$ cat src/rtl/spi_eng_pkg.sv
// Shared constants and types for the SPI command engine.
// Register offsets are kept fixed because host software decodes them.
package spi_eng_pkg;
    localparam int ADDR_W = 5;

    localparam logic [ADDR_W-1:0] A_OPCODE    = 5'h00;
    localparam logic [ADDR_W-1:0] A_CTRL_EXEC = 5'h02;
    localparam logic [ADDR_W-1:0] A_STATUS    = 5'h03;
    localparam logic [ADDR_W-1:0] A_FIFO_PORT = 5'h0c;
    localparam logic [ADDR_W-1:0] A_FIFO_PTR  = 5'h0d;
    localparam logic [ADDR_W-1:0] A_EXT_IDX   = 5'h1e;
    localparam logic [ADDR_W-1:0] A_EXT_DAT   = 5'h1f;

    localparam logic [7:0] X_TX_CNT = 8'd5;
    localparam logic [7:0] X_RX_CNT = 8'd6;

    localparam int B_EXEC    = 0;
    localparam int B_PTR_CLR = 4;
    localparam int B_BUSY    = 7;

    typedef enum logic [1:0] {
        SQ_IDLE,
        SQ_LOAD,
        SQ_WAIT,
        SQ_TRAIL
    } seq_state_t;
endpackage

$ cat src/rtl/spi_eng_regs.sv
// Host register window: decodes byte accesses into the opcode, the
// extension index and counts, and FIFO port strobes, and muxes read data.
// Assumes at most one access per cycle; a write wins over a read.
module spi_eng_regs
    import spi_eng_pkg::*;
#(
    parameter int PTR_W = 3
) (
    input  logic              clk,
    input  logic              rst_n,
    input  logic              reg_wr,
    input  logic              reg_rd,
    input  logic [ADDR_W-1:0] reg_addr,
    input  logic [7:0]        reg_wdata,
    output logic [7:0]        reg_rdata,
    input  logic              busy,
    input  logic [7:0]        fifo_rdata,
    input  logic [PTR_W-1:0]  host_ptr,
    output logic [7:0]        opcode,
    output logic [7:0]        tx_cnt,
    output logic [7:0]        rx_cnt,
    output logic              go,
    output logic              ptr_clr,
    output logic              fifo_we,
    output logic              fifo_re,
    output logic [7:0]        fifo_wdata
);
    logic [7:0] ext_idx;

    // Strobes derived from the current host access.
    assign go         = reg_wr && (reg_addr == A_CTRL_EXEC) && reg_wdata[B_EXEC] && !busy;
    assign ptr_clr    = reg_wr && (reg_addr == A_CTRL_EXEC) && reg_wdata[B_PTR_CLR];
    assign fifo_we    = reg_wr && (reg_addr == A_FIFO_PORT) && !busy;
    assign fifo_re    = reg_rd && !reg_wr && (reg_addr == A_FIFO_PORT);
    assign fifo_wdata = reg_wdata;

    // Register writes; command setup is locked while busy.
    always_ff @(posedge clk) begin
        if (!rst_n) begin
            opcode  <= '0;
            tx_cnt  <= '0;
            rx_cnt  <= '0;
            ext_idx <= '0;
        end else if (reg_wr) begin
            case (reg_addr)
                A_OPCODE:  if (!busy) opcode <= reg_wdata;
                A_EXT_IDX: ext_idx <= reg_wdata;
                A_EXT_DAT: begin
                    if (!busy) begin
                        if (ext_idx == X_TX_CNT)      tx_cnt <= reg_wdata;
                        else if (ext_idx == X_RX_CNT) rx_cnt <= reg_wdata;
                    end
                end
                default: ;
            endcase
        end
    end

    // Read data mux.
    always_comb begin
        reg_rdata = '0;
        case (reg_addr)
            A_OPCODE:    reg_rdata = opcode;
            A_CTRL_EXEC: reg_rdata[B_EXEC] = busy;
            A_STATUS:    reg_rdata[B_BUSY] = busy;
            A_FIFO_PORT: reg_rdata = fifo_rdata;
            A_FIFO_PTR:  reg_rdata[PTR_W-1:0] = host_ptr;
            A_EXT_IDX:   reg_rdata = ext_idx;
            A_EXT_DAT: begin
                if (ext_idx == X_TX_CNT)      reg_rdata = tx_cnt;
                else if (ext_idx == X_RX_CNT) reg_rdata = rx_cnt;
            end
            default: reg_rdata = '0;
        endcase
    end
endmodule

$ cat src/rtl/spi_eng_fifo.sv
// Eight-entry (DEPTH) byte store with two ports. The host port uses an
// auto-incrementing pointer; the engine port uses a direct index.
// Assumes DEPTH is a power of two so that the pointer wraps naturally.
// The engine writes only while busy and host writes are gated while busy.
module spi_eng_fifo #(
    parameter  int DEPTH = 8,
    localparam int PTR_W = $clog2(DEPTH)
) (
    input  logic             clk,
    input  logic             rst_n,
    input  logic             host_we,
    input  logic             host_re,
    input  logic             ptr_clr,
    input  logic [7:0]       host_wdata,
    output logic [7:0]       host_rdata,
    output logic [PTR_W-1:0] host_ptr,
    input  logic [PTR_W-1:0] eng_idx,
    input  logic             eng_we,
    input  logic [7:0]       eng_wdata,
    output logic [7:0]       eng_rdata
);
    logic [7:0] mem [DEPTH];

    // Entry storage; an engine write takes priority over a host write.
    always_ff @(posedge clk) begin
        if (!rst_n) begin
            for (int i = 0; i < DEPTH; i++) mem[i] <= '0;
        end else if (eng_we) begin
            mem[eng_idx] <= eng_wdata;
        end else if (host_we) begin
            mem[host_ptr] <= host_wdata;
        end
    end

    // Host pointer: a clear wins over an increment.
    always_ff @(posedge clk) begin
        if (!rst_n)                  host_ptr <= '0;
        else if (ptr_clr)            host_ptr <= '0;
        else if (host_we || host_re) host_ptr <= host_ptr + 1'b1;
    end

    assign host_rdata = mem[host_ptr];
    assign eng_rdata  = mem[eng_idx];
endmodule

$ cat src/rtl/spi_eng_shifter.sv
// Byte shifter for SPI mode 0, MSB first. A start pulse loads a byte.
// SCK toggles every DIV_HALF clocks, MISO is sampled on the rising edge
// and MOSI moves on the falling edge. done pulses after the eighth
// falling edge, with rx_byte holding the captured byte.
// Assumes DIV_HALF >= 1 and that start is not pulsed while active.
module spi_eng_shifter #(
    parameter  int DIV_HALF = 2,
    localparam int DIV_W    = $clog2(DIV_HALF + 1)
) (
    input  logic       clk,
    input  logic       rst_n,
    input  logic       start,
    input  logic [7:0] tx_byte,
    input  logic       miso,
    output logic       sck,
    output logic       mosi,
    output logic       done,
    output logic [7:0] rx_byte
);
    logic             active;
    logic [7:0]       sh;
    logic [2:0]       bit_q;
    logic [DIV_W-1:0] div_q;

    // Half-period timing, edge generation and data shifting.
    always_ff @(posedge clk) begin
        if (!rst_n) begin
            active  <= 1'b0;
            sh      <= '0;
            bit_q   <= '0;
            div_q   <= '0;
            sck     <= 1'b0;
            done    <= 1'b0;
            rx_byte <= '0;
        end else begin
            done <= 1'b0;
            if (start) begin
                active <= 1'b1;
                sh     <= tx_byte;
                bit_q  <= '0;
                div_q  <= '0;
                sck    <= 1'b0;
            end else if (active) begin
                if (div_q == DIV_W'(DIV_HALF - 1)) begin
                    div_q <= '0;
                    if (!sck) begin
                        sck     <= 1'b1;
                        rx_byte <= {rx_byte[6:0], miso};
                    end else begin
                        sck <= 1'b0;
                        if (bit_q == 3'd7) begin
                            active <= 1'b0;
                            done   <= 1'b1;
                        end else begin
                            bit_q <= bit_q + 1'b1;
                            sh    <= {sh[6:0], 1'b0};
                        end
                    end
                end else begin
                    div_q <= div_q + 1'b1;
                end
            end
        end
    end

    assign mosi = active ? sh[7] : 1'b0;
endmodule

$ cat src/rtl/spi_eng_seq.sv
// Command sequencer. On go it clamps and latches the byte counts and
// drops chip select. It then feeds the shifter the opcode, the FIFO
// transmit entries and zero bytes for the receive phase, writes each
// received byte back into the FIFO after the transmit entries, and
// raises chip select once the last byte is done.
// Byte n (n >= 1) always maps to FIFO entry n-1.
module spi_eng_seq
    import spi_eng_pkg::*;
#(
    parameter  int DEPTH = 8,
    localparam int PTR_W = $clog2(DEPTH),
    localparam int LEN_W = $clog2(DEPTH + 1)
) (
    input  logic             clk,
    input  logic             rst_n,
    input  logic             go,
    input  logic [7:0]       opcode,
    input  logic [7:0]       tx_cnt,
    input  logic [7:0]       rx_cnt,
    input  logic [7:0]       eng_rdata,
    input  logic             sh_done,
    input  logic [7:0]       sh_rx,
    output logic             busy,
    output logic             cs_n,
    output logic             sh_start,
    output logic [7:0]       sh_tx,
    output logic [PTR_W-1:0] eng_idx,
    output logic             eng_we,
    output logic [7:0]       eng_wdata
);
    localparam logic [7:0] DEPTH_B = 8'(DEPTH);

    seq_state_t       state;
    logic [LEN_W-1:0] byte_idx;
    logic [LEN_W-1:0] tx_eff;
    logic [LEN_W-1:0] last_idx;
    logic [7:0]       tx_clamp;
    logic [7:0]       room;
    logic [7:0]       rx_clamp;

    // Clamp the requested counts to the FIFO capacity.
    always_comb begin
        tx_clamp = (tx_cnt > DEPTH_B) ? DEPTH_B : tx_cnt;
        room     = DEPTH_B - tx_clamp;
        rx_clamp = (rx_cnt > room) ? room : rx_cnt;
    end

    // Command state machine.
    always_ff @(posedge clk) begin
        if (!rst_n) begin
            state    <= SQ_IDLE;
            busy     <= 1'b0;
            cs_n     <= 1'b1;
            byte_idx <= '0;
            tx_eff   <= '0;
            last_idx <= '0;
        end else begin
            case (state)
                SQ_IDLE: begin
                    if (go) begin
                        busy     <= 1'b1;
                        cs_n     <= 1'b0;
                        byte_idx <= '0;
                        tx_eff   <= LEN_W'(tx_clamp);
                        last_idx <= LEN_W'(tx_clamp + rx_clamp);
                        state    <= SQ_LOAD;
                    end
                end
                SQ_LOAD: state <= SQ_WAIT;
                SQ_WAIT: begin
                    if (sh_done) begin
                        if (byte_idx == last_idx) begin
                            state <= SQ_TRAIL;
                        end else begin
                            byte_idx <= byte_idx + 1'b1;
                            state    <= SQ_LOAD;
                        end
                    end
                end
                SQ_TRAIL: begin
                    cs_n  <= 1'b1;
                    busy  <= 1'b0;
                    state <= SQ_IDLE;
                end
                default: state <= SQ_IDLE;
            endcase
        end
    end

    // Byte selection for the shifter and receive write-back.
    always_comb begin
        eng_idx = PTR_W'(byte_idx - 1'b1);
        if (byte_idx == '0)         sh_tx = opcode;
        else if (byte_idx <= tx_eff) sh_tx = eng_rdata;
        else                         sh_tx = 8'h00;
    end

    assign sh_start  = (state == SQ_LOAD);
    assign eng_we    = (state == SQ_WAIT) && sh_done && (byte_idx > tx_eff);
    assign eng_wdata = sh_rx;
endmodule

$ cat src/rtl/spi_cmd_engine.sv
// Top level of the single-command SPI flash engine. It connects the
// register window, the shared FIFO, the sequencer and the byte shifter.
// FIFO_DEPTH must be a power of two; the SCK half period is SCK_DIV_HALF
// clocks.
module spi_cmd_engine
    import spi_eng_pkg::*;
#(
    parameter  int FIFO_DEPTH   = 8,
    parameter  int SCK_DIV_HALF = 2,
    localparam int PTR_W        = $clog2(FIFO_DEPTH)
) (
    input  logic              clk,
    input  logic              rst_n,
    input  logic              reg_wr,
    input  logic              reg_rd,
    input  logic [ADDR_W-1:0] reg_addr,
    input  logic [7:0]        reg_wdata,
    output logic [7:0]        reg_rdata,
    output logic              spi_sck,
    output logic              spi_cs_n,
    output logic              spi_mosi,
    input  logic              spi_miso
);
    logic             busy;
    logic [7:0]       opcode;
    logic [7:0]       tx_cnt;
    logic [7:0]       rx_cnt;
    logic             go;
    logic             ptr_clr;
    logic             fifo_we;
    logic             fifo_re;
    logic [7:0]       fifo_wdata;
    logic [7:0]       fifo_rdata;
    logic [PTR_W-1:0] host_ptr;
    logic [PTR_W-1:0] eng_idx;
    logic             eng_we;
    logic [7:0]       eng_wdata;
    logic [7:0]       eng_rdata;
    logic             sh_start;
    logic [7:0]       sh_tx;
    logic             sh_done;
    logic [7:0]       sh_rx;

    spi_eng_regs #(.PTR_W(PTR_W)) i_regs (
        .clk(clk), .rst_n(rst_n), .reg_wr(reg_wr), .reg_rd(reg_rd),
        .reg_addr(reg_addr), .reg_wdata(reg_wdata), .reg_rdata(reg_rdata),
        .busy(busy), .fifo_rdata(fifo_rdata), .host_ptr(host_ptr),
        .opcode(opcode), .tx_cnt(tx_cnt), .rx_cnt(rx_cnt), .go(go),
        .ptr_clr(ptr_clr), .fifo_we(fifo_we), .fifo_re(fifo_re),
        .fifo_wdata(fifo_wdata)
    );

    spi_eng_fifo #(.DEPTH(FIFO_DEPTH)) i_fifo (
        .clk(clk), .rst_n(rst_n), .host_we(fifo_we), .host_re(fifo_re),
        .ptr_clr(ptr_clr), .host_wdata(fifo_wdata), .host_rdata(fifo_rdata),
        .host_ptr(host_ptr), .eng_idx(eng_idx), .eng_we(eng_we),
        .eng_wdata(eng_wdata), .eng_rdata(eng_rdata)
    );

    spi_eng_seq #(.DEPTH(FIFO_DEPTH)) i_seq (
        .clk(clk), .rst_n(rst_n), .go(go), .opcode(opcode),
        .tx_cnt(tx_cnt), .rx_cnt(rx_cnt), .eng_rdata(eng_rdata),
        .sh_done(sh_done), .sh_rx(sh_rx), .busy(busy), .cs_n(spi_cs_n),
        .sh_start(sh_start), .sh_tx(sh_tx), .eng_idx(eng_idx),
        .eng_we(eng_we), .eng_wdata(eng_wdata)
    );

    spi_eng_shifter #(.DIV_HALF(SCK_DIV_HALF)) i_shift (
        .clk(clk), .rst_n(rst_n), .start(sh_start), .tx_byte(sh_tx),
        .miso(spi_miso), .sck(spi_sck), .mosi(spi_mosi), .done(sh_done),
        .rx_byte(sh_rx)
    );
endmodule

$ cat config.mk
export PLATFORM = sky130hd
export DESIGN_NAME = spi_cmd_engine
export DESIGN_NICKNAME = d
export VERILOG_FILES = /design/src/rtl/spi_eng_pkg.sv /design/src/rtl/spi_eng_regs.sv /design/src/rtl/spi_eng_fifo.sv /design/src/rtl/spi_eng_shifter.sv /design/src/rtl/spi_eng_seq.sv /design/src/rtl/spi_cmd_engine.sv
export SDC_FILE = /design/constraint.sdc
export NUM_CORES = 1
export LEC_CHECK = 0
export CAP_MARGIN = 20
export CORE_MARGIN = 4
export CORE_UTILIZATION = 61
export CTS_CLUSTER_SIZE = 24
export DETAILED_ROUTE_END_ITERATION = 6
export GPL_ROUTABILITY_DRIVEN = 0
export GPL_TIMING_DRIVEN = 0
export PLACE_DENSITY_LB_ADDON = 0.2
export SYNTH_ARGS = -nofsm -noshare
export SYNTH_HDL_FRONTEND = slang
export SYNTH_HIERARCHICAL = 1
export SYNTH_SLANG_ARGS = --single-unit
$ cat constraint.sdc
create_clock -name clk -period 8.2 [get_ports clk]
set_input_delay 1.23 -clock clk [delete_from_list [all_inputs] [get_ports clk]]
set_output_delay 1.23 -clock clk [all_outputs]
set_load 0.05 [all_outputs]
==> Word-level counts from Yosys, hierarchy flattened <==
Memory sizes are Yosys's and may differ from the RTL's. A register that Yosys moved wholly into a read port is not among the register bits.
Index checks and enable logic that the tools add are counted.
{ "totals": {"ff_bits": 75, "ramBits": 64, "inputBits": 18, "output_inout_bits": 11, "wordCells": 146, "memories": 1} }
{ "op_classes": {"addsub": 7, "order_cmp": 4, "eq_ne": 18, "mux": 52, "n_bitwise": 8, "reduce_logical": 38} }
{ "memory_table": {"columns": ["name", "depth", "width", "read_ports", "rd_ports_with_merged_regs", "write_ports", "line_no", "text"], "rows": [
  ["i_fifo.mem", 8, 8, 2, 1, 8, "spi_eng_fifo.sv:22", "logic [7:0] mem [DEPTH];"]
]} }
{ "ops": {"columns": ["op", "n"], "rows": [
  ["2-to-1 mux 8 bit", 12],
  ["2-to-1 mux 1 bit", 20],
  ["AND reduction 4 bit", 5],
  ["equality test 8 x 3 -> 1 bit (second input constant)", 2],
  ["2-to-1 mux 4 bit", 4],
  ["one-hot mux 4 bit (4 select lines)", 1],
  ["OR reduction 8 bit", 2],
  ["2-to-1 mux 3 bit", 4],
  ["equality test 5 x 2 -> 1 bit (second input constant)", 2],
  ["equality test 5 x 4 -> 1 bit (second input constant)", 2],
  ["equality test 5 bit (second input constant)", 2],
  ["logical AND 1 bit", 10],
  ["one-hot mux 2 bit (5 select lines)", 1],
  ["AND reduction 2 bit", 5],
  ["nonzero test 2 bit", 5],
  ["> comparator 8 x 4 -> 1 bit (second input constant)", 1],
  ["> comparator 8 bit", 1],
  ["2-to-1 mux 2 bit", 4],
  ["NOT 1 bit", 8],
  ["one-hot mux 2 bit (4 select lines)", 1],
  ["one-hot mux 4 bit (2 select lines)", 1],
  ["subtractor 4 x 8 -> 8 bit (first input constant)", 1],
  ["adder 3 x 1 -> 3 bit (second input constant)", 2],
  ["inequality test 2 bit (second input constant)", 3],
  ["other kinds (23)", 28]
]} }

==> Logic depth before layout (Yosys ltp) <==
{ "logic_depth": {"word_depth": 9, "ltp_mapped": 18, "ltp_nobuf": 18} }

==> By module <==
The synthesis kept the hierarchy.
{ "modules_own_cells": {"columns": ["module", "n_inst", "cells_each", "area_each_um2", "seq_area_each_um2"], "rows": [
  ["spi_eng_fifo", 1, 354, 4559.4, 2042.0],
  ["spi_eng_regs", 1, 175, 1730.4, 640.6],
  ["spi_eng_seq", 1, 192, 1458.9, 320.3],
  ["spi_eng_shifter", 1, 118, 1072.3, 480.5]
]} }

==> Least setup slack after synthesis <==
Ideal clock, no wire load.
{ "synth_timing": {"kind": "in2out", "start": "in reg_addr[1]", "end": "out reg_rdata[3]", "t_arrival_ns": 3.234, "t_required_ns": 6.970, "setup_slack_ns": 3.736, "path_stages": 5, "path_buffers": 2, "cell_sequence": "buf_2 > and4_2 > clkbuf_1 > nand4_1 > o21ai_0"} }
{ "synth_via": {"elab_chain_cells": 2, "word_cells_on_any_way": 5, "cone_classes": "3 x eq/ne; 1 x mux; 1 x reduce/logical"} }
{ "synth_rtl": {"columns": ["element", "line_no", "text"], "rows": [
  ["start, declared", "spi_cmd_engine.sv:16", "input logic [ADDR_W-1:0] reg_addr,"],
  ["equality test 5 bit (tied with other cells)", "spi_eng_regs.sv:62", "case (reg_addr)"],
  ["one-hot mux 4 bit (4 select lines) (*)", "spi_eng_regs.sv:62", null],
  ["end, declared", "spi_cmd_engine.sv:18", "output logic [7:0] reg_rdata,"]
]} }
Mark *: on every way between the ends. The rest lies on a longest branch, timed or not.

==> Worst setup path after layout <==
{ "layout_timing": {"start": "in reg_addr[2]", "end": "out reg_rdata[6]"} }
Same word-level chain as after synthesis.

==> summary.json <==
{
  "run_status": {
    "status": "finished, final reports clean"
  },
  "global_route": {
    "grt.overflow.total": 0,
    "use_met1_pct": 37.1,
    "grt_busiest_layer": "met2",
    "vias_in_the_first_global_route": 6926,
    "grt_antenna_before_repair": 0,
    "grt_start_max_net_pins": 24,
    "wire_length_of_the_first_global_routing_pass_mm": 37.5,
    "grt_util_all_layers_pct": 29.5,
    "grtUsageMet2_pct": 48.0,
    "groute.layer.met3.usage_pct": 6.79
  },
  "power_and_ir_drop": {
    "vdd_ir_drop_max_uv": 142,
    "cellLeakagePower_nw": 3.69,
    "power_per_cell_area_mw_per_mm2": 166
  },
  "critical_path": {
    "critPathMaxFanout": 7,
    "critical_path_arrival_ns": 3.94,
    "worstPathCellList": "clkdlybuf4s50_1 > nand2_1 > nor4_1 > a222oi_1 > o21ai_0 > clkdlybuf4s50_1",
    "critPathMaxStageDelay_ns": 0.83,
    "cp_slowest_cell": "clkdlybuf4s50_1",
    "startpoint_type": "primary input",
    "worstSetupPathType": "in -> out",
    "crit_path_frequent_cell": "clkdlybuf4s50_1",
    "register_to_register_setup_slack_ns": 3.51,
    "critPathRequiredTime_ns": 6.97,
    "end_kind": "output port"
  },
  "routing": {
    "avgViaCountPerCell": 6.52,
    "final_antenna_net_count": 0,
    "detail_route.wirelength_mm": 23.9,
    "route.detailed.wl_per_inst_um": 22.0,
    "drc": 0,
    "drt_pass1_iterations": 6,
    "drt_iter0_markers": 877,
    "route.vias.total": 7091
  },
  "sta": {
    "hold_violations": 0,
    "worst_slew_margin_rel_pct": 34.9,
    "setup_violations": 0,
    "worst_slack_ns": 3.03,
    "final-max-slew-violation-count": 0,
    "period_minus_slack_ns": 5.17,
    "worst-slew-pin-transition_ns": 0.967,
    "fmax_ghz": 0.194,
    "tns_ns": 0,
    "worst_hold_slack_ns": 0.462,
    "finClkSkew_ns": 0.0109,
    "final.period_utilization_pct": 63.0,
    "rsz0062_at_grt": "no"
  },
  "clock_network": {
    "ctsResizeCount": 0,
    "cts_hold_buffers": 0,
    "clk_latency_ns": 0.43,
    "numCtsBuffers": 17,
    "cts_num_sinks": 142,
    "number_of_post_cts_setup_repair_buffers": 0,
    "clk_path_buf_depth": 2,
    "clock_tree_from_tritoncts": "done",
    "clk_pin_slew_worst_paths_ns": 0.06,
    "cts_root_buffer": "clkbuf_16",
    "clock_tree.htree_level_count": 4
  },
  "place": {
    "post-place-ws_ns": 3.05,
    "hpwlAfterDp_mm": 17.6,
    "placement.cell_area_mm2": 0.00934,
    "count_of_buffers_from_port_buffering": 27
  },
  "floorplan": {
    "core_mm2": 0.0140,
    "die_h_um": 128,
    "fp_rows": 43,
    "io_pins": 29,
    "floorplan.die_area_mm2": 0.0164,
    "effective_utilization_at_floorplan_pct": 62.8,
    "floorplan.die.width_um": 128
  },
  "synthesis": {
    "netlist_area_mm2": 0.00882,
    "ys_seq_elements": 142,
    "synth_edf_count": 64,
    "synth.top_cell.area_share_pct": 21.8,
    "synthTopCellsByArea": "edfxtp_1 22%, dfxtp_1 18%, mux4_1 8.0%",
    "yosysUniqueCellTypes": 76,
    "postSynth.topFlopCell": "dfxtp_1",
    "ys_async_sr_fraction_pct": 0,
    "synth_top_cell_by_area": "edfxtp_1",
    "post_synth.cell_area_avg_um2": 10.5,
    "synth_warnings": 6,
    "sequential_fraction_of_the_synthesis_area_pct": 39.5,
    "syn-instance-count": 839
  },
  "layout": {
    "layout.area.seq_mm2": 0.00348,
    "drive_gt1_share_pct": 17.5,
    "num-nets-final": 934,
    "final_core_util_pct": 71.1,
    "layout.filler_cells": 960,
    "finalInstanceArea_mm2": 0.00998,
    "multi_input_area_mm2": 0.00482,
    "num_antenna_cells": 0,
    "syn_to_final_growth_pct": 13.2
  },
  "run": {
    "reported_max_cap_violation_count": 0
  },
  "hold_path": {
    "hp-class": "reg -> reg"
  }
}
==> final timing paths <==
path                          from                end  cells after the start
setup / recovery       reg_addr[2]       reg_rdata[6]                      6
hold / removal    i_shift/div_q[1]   i_shift/div_q[1]                      2
setup reg to reg  i_regs/tx_cnt[5]  i_seq/last_idx[3]                     18
hold reg to reg   i_shift/div_q[1]   i_shift/div_q[1]                      2
==> worst max-delay path: cells and delay by family <==
kind | cells | cell delay [ns]
AND/OR/NAND/NOR | 2 | 0.87
AO/OA/AOI/OAI | 2 | 0.41
buffers and inverters | 2 | 1.42
==> cell families (layout without fill, tap and decap cells) <==
kind of cell | count (synthesis) | count (layout) | synth area share [%]
flip-flops | 142 | 142 | 39.5
AND/OR/NAND/NOR | 327 | 327 | 20.8
XOR/XNOR | 14 | 14 | 1.39
adder cells (fa/ha/maj) | 22 | 22 | 3.21
AO/OA/AOI/OAI | 125 | 125 | 9.55
other | 1 | 2 | 0.0425
buffers and inverters | 91 | 158 | 5.94
multiplexers | 117 | 117 | 19.6
==> synth_stat cells (all sizes together), types with 4 or more instances <==
library cell and number:
nor2 94, dfxtp 78, edfxtp 64, nand2 50, o21ai 50, buf 45, mux2i 44, nor2b 44
mux2 41, nand3b 34, mux4 32, clkbuf 30, nand3 29, ha 21, nor3b 20, a21oi 16
inv 16, a21boi 14, a22oi 11, a211oi 8, xnor2 8, nand4 7, nor3 6, xor2 6
and2 5, and3 5, and3b 5, nand2b 5, or2 5, a222oi 4, nor4b 4
==> routing by layer <==
layer	share of wire (%)	wire length [um]
met1	40	9500
met2	48	11500
met3	8.2	1970
met4	3.9	933
met5	0	0
==> cell type report <==
cell class	instances	area share, %
Buffer	75	4.65
Sequential cell	142	34.9
Clock inverter	15	1.94
Inverter	16	0.602
Clock buffer	17	4.26
Timing Repair Buffer	35	3.16
Multi-Input combinational cell	607	48.2
Tap cell	180	2.26
==> power by group <==
group,internal [W],switching (W)
Clock,0.000488,0.000320
Combinational,0.0000379,0.0000475
Sequential,0.000751,0.00000979
Total,0.00128,0.000377
==> state kept, by name, summed over array words and instances, names as in the netlist, named ones only <==
signal and count:
i_fifo/host_ptr 3, i_shift/active 1, i_regs/ext_idx 8, i_shift/rx_byte 8, i_seq/busy 1, i_seq/cs_n 1
i_seq/last_idx 4, i_shift/done 1, i_shift/div_q 2, i_regs/tx_cnt 8, i_fifo/mem 64, i_shift/bit_q 3
i_seq/byte_idx 4, i_seq/state 2, i_shift/sh 8, i_regs/rx_cnt 8, i_seq/tx_eff 4, i_shift/sck 1
i_regs/opcode 8
==> placed cells by master, fill, tap and decap left out, drive strengths merged, types with 34 or more instances in the layout <==
| cell type | count |
|---|---|
| buf | 52 |
| clkbuf | 48 |
| dfxtp | 78 |
| edfxtp | 64 |
| mux2 | 41 |
| mux2i | 44 |
| nand2 | 50 |
| nand3b | 34 |
| nor2 | 94 |
| nor2b | 44 |
| o21ai | 50 |
==> metrics by stage <==
stage / instances / total power (W)
2_1_floorplan: 840 / 0.000820
3_3_place_gp: 1047 / 0.000853
3_5_place_dp: 1050 / 0.000857
4_1_cts: 1082 / 0.00166
5_1_grt: 1087 / 0.00169
6_report: 1087 / 0.00165
(Power assumes the default switching activity.)
